File: src/rtl/mon_sample_pkg.sv
package mon_sample_pkg;

    typedef enum logic [1:0] {
        ST_IDLE    = 2'd0,
        ST_CAPTURE = 2'd1,
        ST_HEADER  = 2'd2,
        ST_PAYLOAD = 2'd3
    } cap_state_e;

    // Eligibility codes; the numeric values are part of the header
    typedef enum logic [1:0] {
        SEL_ANY     = 2'd0,
        SEL_SEGMENT = 2'd1,
        SEL_OUTSIDE = 2'd2,
        SEL_NONE    = 2'd3
    } sel_mode_e;

endpackage

File: src/rtl/mon_lfsr.sv
module mon_lfsr #(
    parameter int              WIDTH = 16,
    parameter logic [WIDTH-1:0] TAPS = 16'hB400,
    parameter logic [WIDTH-1:0] SEED = 16'hACE1
) (
    input  logic             clk,
    input  logic             rst,
    input  logic             step,
    output logic [WIDTH-1:0] value
);

    logic [WIDTH-1:0] shifted;

    // Galois form: shift right, fold taps in when a one falls out
    always_comb begin
        shifted = value >> 1;
        if (value[0]) begin
            shifted = shifted ^ TAPS;
        end
    end

    always_ff @(posedge clk) begin
        if (rst) begin
            value <= SEED;
        end else if (step) begin
            value <= shifted;
        end
    end

endmodule

File: src/rtl/mon_select.sv
module mon_select
    import mon_sample_pkg::*;
#(
    parameter int RND_W = 16
) (
    input  logic             xing_valid,
    input  logic             seg_found,
    input  logic             out_of_cut,
    input  logic [1:0]       mode,
    input  logic [RND_W-1:0] rnd,
    input  logic [RND_W-1:0] thresh,
    output logic             taken
);

    logic eligible;

    always_comb begin
        unique case (sel_mode_e'(mode))
            SEL_ANY:     eligible = 1'b1;
            SEL_SEGMENT: eligible = seg_found;
            SEL_OUTSIDE: eligible = seg_found && out_of_cut;
            SEL_NONE:    eligible = 1'b0;
        endcase
    end

    assign taken = xing_valid && eligible && (rnd < thresh);

endmodule

File: src/rtl/mon_event_buf.sv
module mon_event_buf #(
    parameter int DEPTH  = 8,
    parameter int WORD_W = 32,
    localparam int ADDR_W = (DEPTH > 1) ? $clog2(DEPTH) : 1
) (
    input  logic              clk,
    input  logic              wr_en,
    input  logic [ADDR_W-1:0] wr_addr,
    input  logic [WORD_W-1:0] wr_data,
    input  logic [ADDR_W-1:0] rd_addr,
    output logic [WORD_W-1:0] rd_data
);

    logic [WORD_W-1:0] slots [DEPTH];

    always_ff @(posedge clk) begin
        if (wr_en) begin
            slots[wr_addr] <= wr_data;
        end
    end

    assign rd_data = slots[rd_addr];

endmodule

File: src/rtl/mon_event_sampler.sv
module mon_event_sampler
    import mon_sample_pkg::*;
#(
    parameter int BCID_W  = 12,
    parameter int IN_W    = 16,
    parameter int SEG_W   = 16,
    parameter int MAX_WIN = 8,
    parameter int RND_W   = 16,
    parameter int CNT_W   = 16,
    localparam int WIN_W  = $clog2(MAX_WIN),
    localparam int PKT_W  = IN_W + SEG_W
) (
    input  logic              clk,
    input  logic              rst,
    input  logic              xing_valid,
    input  logic [BCID_W-1:0] xing_bcid,
    input  logic [IN_W-1:0]   xing_in,
    input  logic [SEG_W-1:0]  xing_seg,
    input  logic              seg_found,
    input  logic              out_of_cut,
    input  logic [1:0]        cfg_mode,
    input  logic [RND_W-1:0]  cfg_thresh,
    input  logic [WIN_W-1:0]  cfg_win_m1,
    output logic              pkt_valid,
    input  logic              pkt_ready,
    output logic [PKT_W-1:0]  pkt_data,
    output logic              pkt_last,
    output logic [CNT_W-1:0]  dropped_cnt
);

    localparam int HDR_USED = BCID_W + WIN_W + 2;
    localparam int HDR_PAD  = PKT_W - HDR_USED;
    localparam logic [CNT_W-1:0] CNT_MAX = '1;

    cap_state_e        state_q, state_d;
    logic [RND_W-1:0]  rnd;
    logic              taken;
    logic [WIN_W-1:0]  win_q;
    logic [1:0]        mode_q;
    logic [BCID_W-1:0] bcid_q;
    logic [WIN_W-1:0]  wr_idx, rd_idx;
    logic              wr_en;
    logic [WIN_W-1:0]  wr_addr;
    logic [PKT_W-1:0]  rd_word;
    logic              start;
    logic              hs;

    mon_lfsr #(.WIDTH(RND_W)) u_lfsr (
        .clk   (clk),
        .rst   (rst),
        .step  (xing_valid),
        .value (rnd)
    );

    mon_select #(.RND_W(RND_W)) u_select (
        .xing_valid (xing_valid),
        .seg_found  (seg_found),
        .out_of_cut (out_of_cut),
        .mode       (cfg_mode),
        .rnd        (rnd),
        .thresh     (cfg_thresh),
        .taken      (taken)
    );

    mon_event_buf #(.DEPTH(MAX_WIN), .WORD_W(PKT_W)) u_buf (
        .clk     (clk),
        .wr_en   (wr_en),
        .wr_addr (wr_addr),
        .wr_data ({xing_seg, xing_in}),
        .rd_addr (rd_idx),
        .rd_data (rd_word)
    );

    assign start   = (state_q == ST_IDLE) && taken;
    assign hs      = pkt_valid && pkt_ready;
    assign wr_en   = start || ((state_q == ST_CAPTURE) && xing_valid);
    assign wr_addr = (state_q == ST_IDLE) ? '0 : wr_idx;

    // State register
    always_ff @(posedge clk) begin
        if (rst) begin
            state_q <= ST_IDLE;
        end else begin
            state_q <= state_d;
        end
    end

    // Transitions
    always_comb begin
        state_d = state_q;
        unique case (state_q)
            ST_IDLE: begin
                if (taken) begin
                    state_d = (cfg_win_m1 == '0) ? ST_HEADER : ST_CAPTURE;
                end
            end
            ST_CAPTURE: begin
                if (xing_valid && (wr_idx == win_q)) begin
                    state_d = ST_HEADER;
                end
            end
            ST_HEADER: begin
                if (pkt_ready) begin
                    state_d = ST_PAYLOAD;
                end
            end
            ST_PAYLOAD: begin
                if (pkt_ready && (rd_idx == win_q)) begin
                    state_d = ST_IDLE;
                end
            end
        endcase
    end

    // Event context and indices
    always_ff @(posedge clk) begin
        if (rst) begin
            win_q  <= '0;
            mode_q <= '0;
            bcid_q <= '0;
            wr_idx <= '0;
            rd_idx <= '0;
        end else begin
            if (start) begin
                win_q  <= cfg_win_m1;
                mode_q <= cfg_mode;
                bcid_q <= xing_bcid;
                wr_idx <= WIN_W'(1);
            end else if ((state_q == ST_CAPTURE) && xing_valid) begin
                wr_idx <= wr_idx + WIN_W'(1);
            end
            if (state_q == ST_HEADER) begin
                rd_idx <= '0;
            end else if ((state_q == ST_PAYLOAD) && hs) begin
                rd_idx <= rd_idx + WIN_W'(1);
            end
        end
    end

    // Samples declined while busy
    always_ff @(posedge clk) begin
        if (rst) begin
            dropped_cnt <= '0;
        end else if (taken && (state_q != ST_IDLE) && (dropped_cnt != CNT_MAX)) begin
            dropped_cnt <= dropped_cnt + CNT_W'(1);
        end
    end

    // Outputs
    always_comb begin
        pkt_valid = 1'b0;
        pkt_data  = '0;
        pkt_last  = 1'b0;
        unique case (state_q)
            ST_IDLE, ST_CAPTURE: begin
                pkt_valid = 1'b0;
            end
            ST_HEADER: begin
                pkt_valid = 1'b1;
                pkt_data  = {{HDR_PAD{1'b0}}, mode_q, win_q, bcid_q};
            end
            ST_PAYLOAD: begin
                pkt_valid = 1'b1;
                pkt_data  = rd_word;
                pkt_last  = (rd_idx == win_q);
            end
        endcase
    end

endmodule

File: config.mk
export PLATFORM = sky130hd
export DESIGN_NAME = mon_event_sampler
export DESIGN_NICKNAME = d
export VERILOG_FILES = /design/src/rtl/mon_sample_pkg.sv /design/src/rtl/mon_lfsr.sv /design/src/rtl/mon_select.sv /design/src/rtl/mon_event_buf.sv /design/src/rtl/mon_event_sampler.sv
export SDC_FILE = /design/constraint.sdc
export NUM_CORES = 1
export LEC_CHECK = 0
export CORE_MARGIN = 4
export CORE_UTILIZATION = 45
export DETAILED_ROUTE_END_ITERATION = 16
export PLACE_DENSITY_LB_ADDON = 0.3
export SKIP_LAST_GASP = 1
export SLEW_MARGIN = 20
export SYNTH_ARGS = -nofsm -noshare
export SYNTH_HDL_FRONTEND = slang
export SYNTH_SLANG_ARGS = --single-unit
File: constraint.sdc
create_clock -name clk -period 7.9 [get_ports clk]
set_input_delay 2.37 -clock clk [delete_from_list [all_inputs] [get_ports clk]]
set_output_delay 2.37 -clock clk [all_outputs]
set_load 0.005 [all_outputs]
==> flow_summary.json, run 1 <==
{
  "core_area_sq_mm": 0.0280,
  "crit_type": "flop to output port",
  "routedLengthMet1_um": 11800,
  "rsz0062_at_grt": "false",
  "drc": 0,
  "die_w_um": 177,
  "yosysWarnings": 0,
  "clock-sinks": 316,
  "dr_wl_met2_um": 13000,
  "grt-ovfl-total": 0,
  "drive_gt1_frac": 0.167,
  "synth_xor_xnor_area_share": 0.00953,
  "leakagePower_nw": 5.17,
  "worstHoldStart": "dropped_cnt[15]",
  "hold_viol_final": 0,
  "antenna_found_initial": 2,
  "muxShareOfSynthArea": 0.164,
  "fp-row-count": 61,
  "final_cell_mix": "edfxtp_1, clkdlybuf4s50_1, mux2i_1",
  "htree_levels": 2,
  "vias": 7048,
  "synth_cells": 773,
  "worst_pin_slew_ps": 1060,
  "drt-total-wl_um": 26600,
  "top_layer": "met5",
  "finalCriticalPeriod_ps": 5520,
  "grt.total_usage": 0.170,
  "synth_cell_types": 47,
  "final_common_cell": "edfxtp_1",
  "synth_edf_count": 256,
  "peakVddDrop_mv": 0.164,
  "grt_pass1_vias": 7090,
  "setup.worst_path.start_class": "flop",
  "dr.pass1.iters": 5,
  "io_buffer_count": 120,
  "grt_start_max_net_pins": 53,
  "synth_ff_type": "edfxtp_1",
  "nets": 1001,
  "cp-end-kind": "output port",
  "worstPathArrival_ps": 3150,
  "synth_top_family_by_area": "multiplexers",
  "yosysSeqAreaShare": 0.691,
  "postSynthAreaPerCell_sq_um": 16.7,
  "synthToLayoutAreaGrowth_pct": 21.8,
  "power.density_mw_per_mm2": 241,
  "postRouteAntennaNets": 0,
  "met3_length_um": 1400,
  "cp_max_fo": 38,
  "slew_headroom": 0.292,
  "cts_tree": "built",
  "cp_data_required_time_ps": 5530,
  "synthSimpleGateAreaFrac": 0.0583,
  "utilization": 0.559,
  "cts-buffers-inserted": 35,
  "synth-adder-area-share": 0.0214,
  "io_pins": 121,
  "antenna_cells": 0,
  "r2r_start": "state_q[0]",
  "async_reset_ff_frac": 0,
  "die_h_um": 177,
  "setup_viol": 0,
  "cts_hold_buf": 0,
  "start_util": 0.460,
  "first_iter_violations": 488,
  "cts_resized": 0,
  "syn-num-nets": 866,
  "r2r.worst_path.cells": 4,
  "max_cap_viol_count": 0,
  "fp.dieArea_sq_mm": 0.0314,
  "max_freq_mhz": 181,
  "root_buffer": "clkbuf_16",
  "finalClockSkew_ps": 13.7,
  "cts_setup_buffers": 0,
  "status": "complete, no violations",
  "hold_path_class": "flop to flop",
  "synth-compound-area-share": 0.0341,
  "synth_area_sq_mm": 0.0129,
  "maxSlewViolCount": 0,
  "clock_path_buffers": 3,
  "final.period_utilization": 0.698,
  "clock_latency_ps": 510,
  "post_drt_wl_per_cell_um": 20.3,
  "fill_cells": 2264,
  "grt_pass1_wl_um": 41400,
  "gp_congestion": 0.775,
  "vias_per_cell": 5.37,
  "hold_slack_ps": 494,
  "yosys_register_bits": 316,
  "hold_depth": 2,
  "hpwl_um": 16200,
  "setup_tns_ps": 0,
  "clk_pin_slew_worst_paths_ps": 60
}
[worst max-delay path, stage by stage (launching register included)]
cell and delay (ps):
dfxtp_2 960, buf_4 520, mux4_2 270, mux2i_1 60, o21ai_0 260, clkdlybuf4s50_1 560
[layer usage]
metal / up-vias / track usage
li1: 3292 / -
met1: 3566 / 0.240
met2: 155 / 0.277
met3: 31 / 0.0350
met4: 4 / 0.0397
met5: - / 0
[sequential cells by signal, indices dropped and copies added, names as in the netlist, named ones only]
signal	count
u_buf.slots	256
u_lfsr.value	16
rd_idx	3
mode_q	2
state_q	2
bcid_q	12
dropped_cnt	16
win_q	3
wr_idx	3
[per-stage QoR]
stage	total power, mW	cells	cell area (sq um)	worst slack [ps]
2_1_floorplan	2.14	773	12900	832
3_3_place_gp	2.30	1248	14600	2620
3_5_place_dp	2.30	1248	14600	2600
4_1_cts	3.82	1312	15600	2060
5_1_grt	3.94	1313	15700	2120
6_report	3.78	1313	15700	2380
[kinds of logic after synthesis]
group	count (synthesis)
AOI/OAI and AO/OA	70
xor gates and xnor gates	14
adders and majority gates	22
buffers and inverters	66
DFF	316
muxes	131
and+or+nand+nor	154
[final timing paths]
path                        to  slack [ps]
max reg2reg  u_buf.slots[7][8]        5120
min reg2reg    dropped_cnt[15]         490
max               pkt_data[12]        2380
min            dropped_cnt[15]         490
[area by class of cell]
type / count / area, sq um / area share
multi-input cells: 391 / 3760 / 0.240
clock buffers: 46 / 948 / 0.0605
inverters: 24 / 90.1 / 0.00575
well taps: 378 / 473 / 0.0302
flip-flops and latches: 316 / 8890 / 0.568
repair buffers: 140 / 1370 / 0.0872
clock inverters: 18 / 135 / 0.00862
[cells in the mapped netlist (18+ instances only)]
master,number,share of area
edfxtp_1,256,0.60
nand2_1,41,0.012
clkbuf_1,25,0.0073
a21oi_1,18,0.0070
ha_1,22,0.021
o21ai_0,30,0.012
nor2_1,56,0.016
mux2i_1,65,0.051
inv_1,24,0.0070
dfxtp_1,60,0.093
mux4_2,64,0.11
[power by group]
group | internal (mW) | switching, mW | total (mW)
clock | 0.886 | 0.631 | 1.52
combinational | 0.173 | 0.211 | 0.384
sequential | 1.85 | 0.0285 | 1.88
No activity file was read; power rests on OpenSTA's default activity.
==> run 2: changes to the inputs <==
Clock period 7.9 ns to 5.3 ns, I/O delays scaled along.
==> run 2 against run 1 <==
  * Flip-flop and latch count unchanged
  * Utilization is 0.34 points lower
  * Largest cell class unchanged
  * Setup slack got worse by 1700 ps
  * Sequential power up 49%
==> flow_summary.json, run 2 (synthesized netlist as in run 1, its figures left out) <==
{
  "largest_reg_flops": 256,
  "final_cells": 1306,
  "gp_congestion": 0.807,
  "nets": 998,
  "peakVddDrop_mv": 0.230,
  "htree_levels": 1,
  "grt_pass1_wl_um": 42900,
  "cp_max_fo": 23,
  "top_register": "u_buf.slots",
  "max_cap_viol_count": 0,
  "hold_viol_final": 0,
  "top_regs": "u_buf.slots x256, dropped_cnt x16, u_lfsr.value x16",
  "postRouteAntennaNets": 0,
  "power.density_mw_per_mm2": 351,
  "fp-row-count": 61,
  "fp.dieArea_sq_mm": 0.0314,
  "vias_per_cell": 5.44,
  "clock_path_buffers": 3,
  "slew_headroom": 0.343,
  "final_cell_mix": "edfxtp_1, clkdlybuf4s50_1, mux2i_1",
  "worst-r2r-setup-slack_ps": 2620,
  "cts_tree": "built",
  "final_common_cell": "edfxtp_1",
  "first_iter_violations": 508,
  "cts_setup_buffers": 0,
  "grt_use_met3": 0.0288,
  "crit_chain": "buf_4 -> buf_4 -> mux4_2 -> mux2i_1 -> o21ai_0 -> clkdlybuf4s50_1",
  "maxSlewViolCount": 0,
  "critPathSlowestCell": "dfxtp_2",
  "drc": 0,
  "synthToLayoutAreaGrowth_pct": 21.0,
  "drive_gt1_frac": 0.158,
  "hpwl_um": 16500,
  "vias": 7100,
  "root_buffer": "clkbuf_16",
  "die_h_um": 177,
  "post_drt_wl_per_cell_um": 20.9,
  "cts_resized": 0,
  "dp.cells": 1250,
  "worst_slack_ps": 636,
  "clock_latency_ps": 560,
  "dr.pass1.iters": 4,
  "crit_path_frequent_cell": "buf_4",
  "core_area_sq_mm": 0.0280,
  "hold_path_class": "flop to flop",
  "final.period_utilization": 0.880,
  "setup_tns_ps": 0,
  "clock-sinks": 316,
  "slowest_delay_ps": 770,
  "worst_pin_slew_ps": 985,
  "setup_viol": 0,
  "leakagePower_nw": 5.10,
  "clk_pin_slew_worst_paths_ps": 60,
  "cts-buffers-inserted": 31,
  "crit_family": "buffers and inverters",
  "finalCriticalPeriod_ps": 4660,
  "start_util": 0.460,
  "antenna_cells": 0,
  "status": "complete, no violations",
  "worstPathArrival_ps": 3070,
  "grt-busiest-layer": "met2",
  "rsz0062_at_grt": "false",
  "antenna_found_initial": 1,
  "grt_pass1_vias": 7349,
  "setup.worst_path.start_class": "flop",
  "drt-total-wl_um": 27300,
  "die_w_um": 177,
  "use_met1": 0.246,
  "critPathBufInv": 3,
  "io_pins": 121,
  "cp_data_required_time_ps": 3710,
  "grt.total_usage": 0.176,
  "io_buffer_count": 120,
  "cp-end-kind": "output port",
  "grt_start_max_net_pins": 52,
  "cts_hold_buf": 0,
  "finalClockSkew_ps": 21.8,
  "grt_use_met2": 0.291,
  "pre_cts_ws_ps": 983,
  "hold_slack_ps": 500,
  "grt-ovfl-total": 0,
  "crit_type": "flop to output port",
  "max_freq_mhz": 214
}
-- run 2: final timing paths --
check,from,endpoint,cells after the start
worst max register to register,state_q[1],u_buf.slots[0][10],5
worst min-delay path,dropped_cnt[15],dropped_cnt[15],2
worst min register to register,dropped_cnt[15],dropped_cnt[15],2
worst max-delay path,flop,pkt_data[11],6
-- run 2: layout make-up --
class                   count  area, sq um
repair buffers            141         1380
well taps                 378          473
inverters                  24         90.1
fillers                  2229        12400
clock inverters            13          119
multi-input cells         391         3800
flip-flops and latches    316         8890
clock buffers              43          821
-- run 2: power by group --
| group | leakage, nW | total [mW] | switching (mW) | internal [mW] |
|---|---|---|---|---|
| registers | 2.80 | 2.80 | 0.0448 | 2.76 |
| clock network | 0.451 | 2.06 | 0.882 | 1.17 |
| logic | 1.85 | 0.599 | 0.332 | 0.267 |
-- run 2: routing by layer --
layer	vias to the layer above	routed length, um
met5	-	12
met4	2	577
met3	39	1250
met2	160	13300
met1	3620	12200
li1	3279	-
-- run 2: worst register-to-register path: stages, from the launching register on --
cell     delay (ps)
dfxtp_1         330
inv_1           110
ha_1            820
nor2_1          190
o21ai_4         590
buf_4           340
-- run 2: metrics by stage --
| stage | power [mW] | utilization | instance area (sq um) |
|---|---|---|---|
| after floorplan | 3.19 | - | 12900 |
| after global placement | 3.45 | 0.522 | 14600 |
| after detailed placement | 3.46 | 0.522 | 14600 |
| after CTS | 5.52 | 0.556 | 15600 |
| after global routing | 5.68 | 0.556 | 15600 |
| final | 5.46 | 0.556 | 15600 |
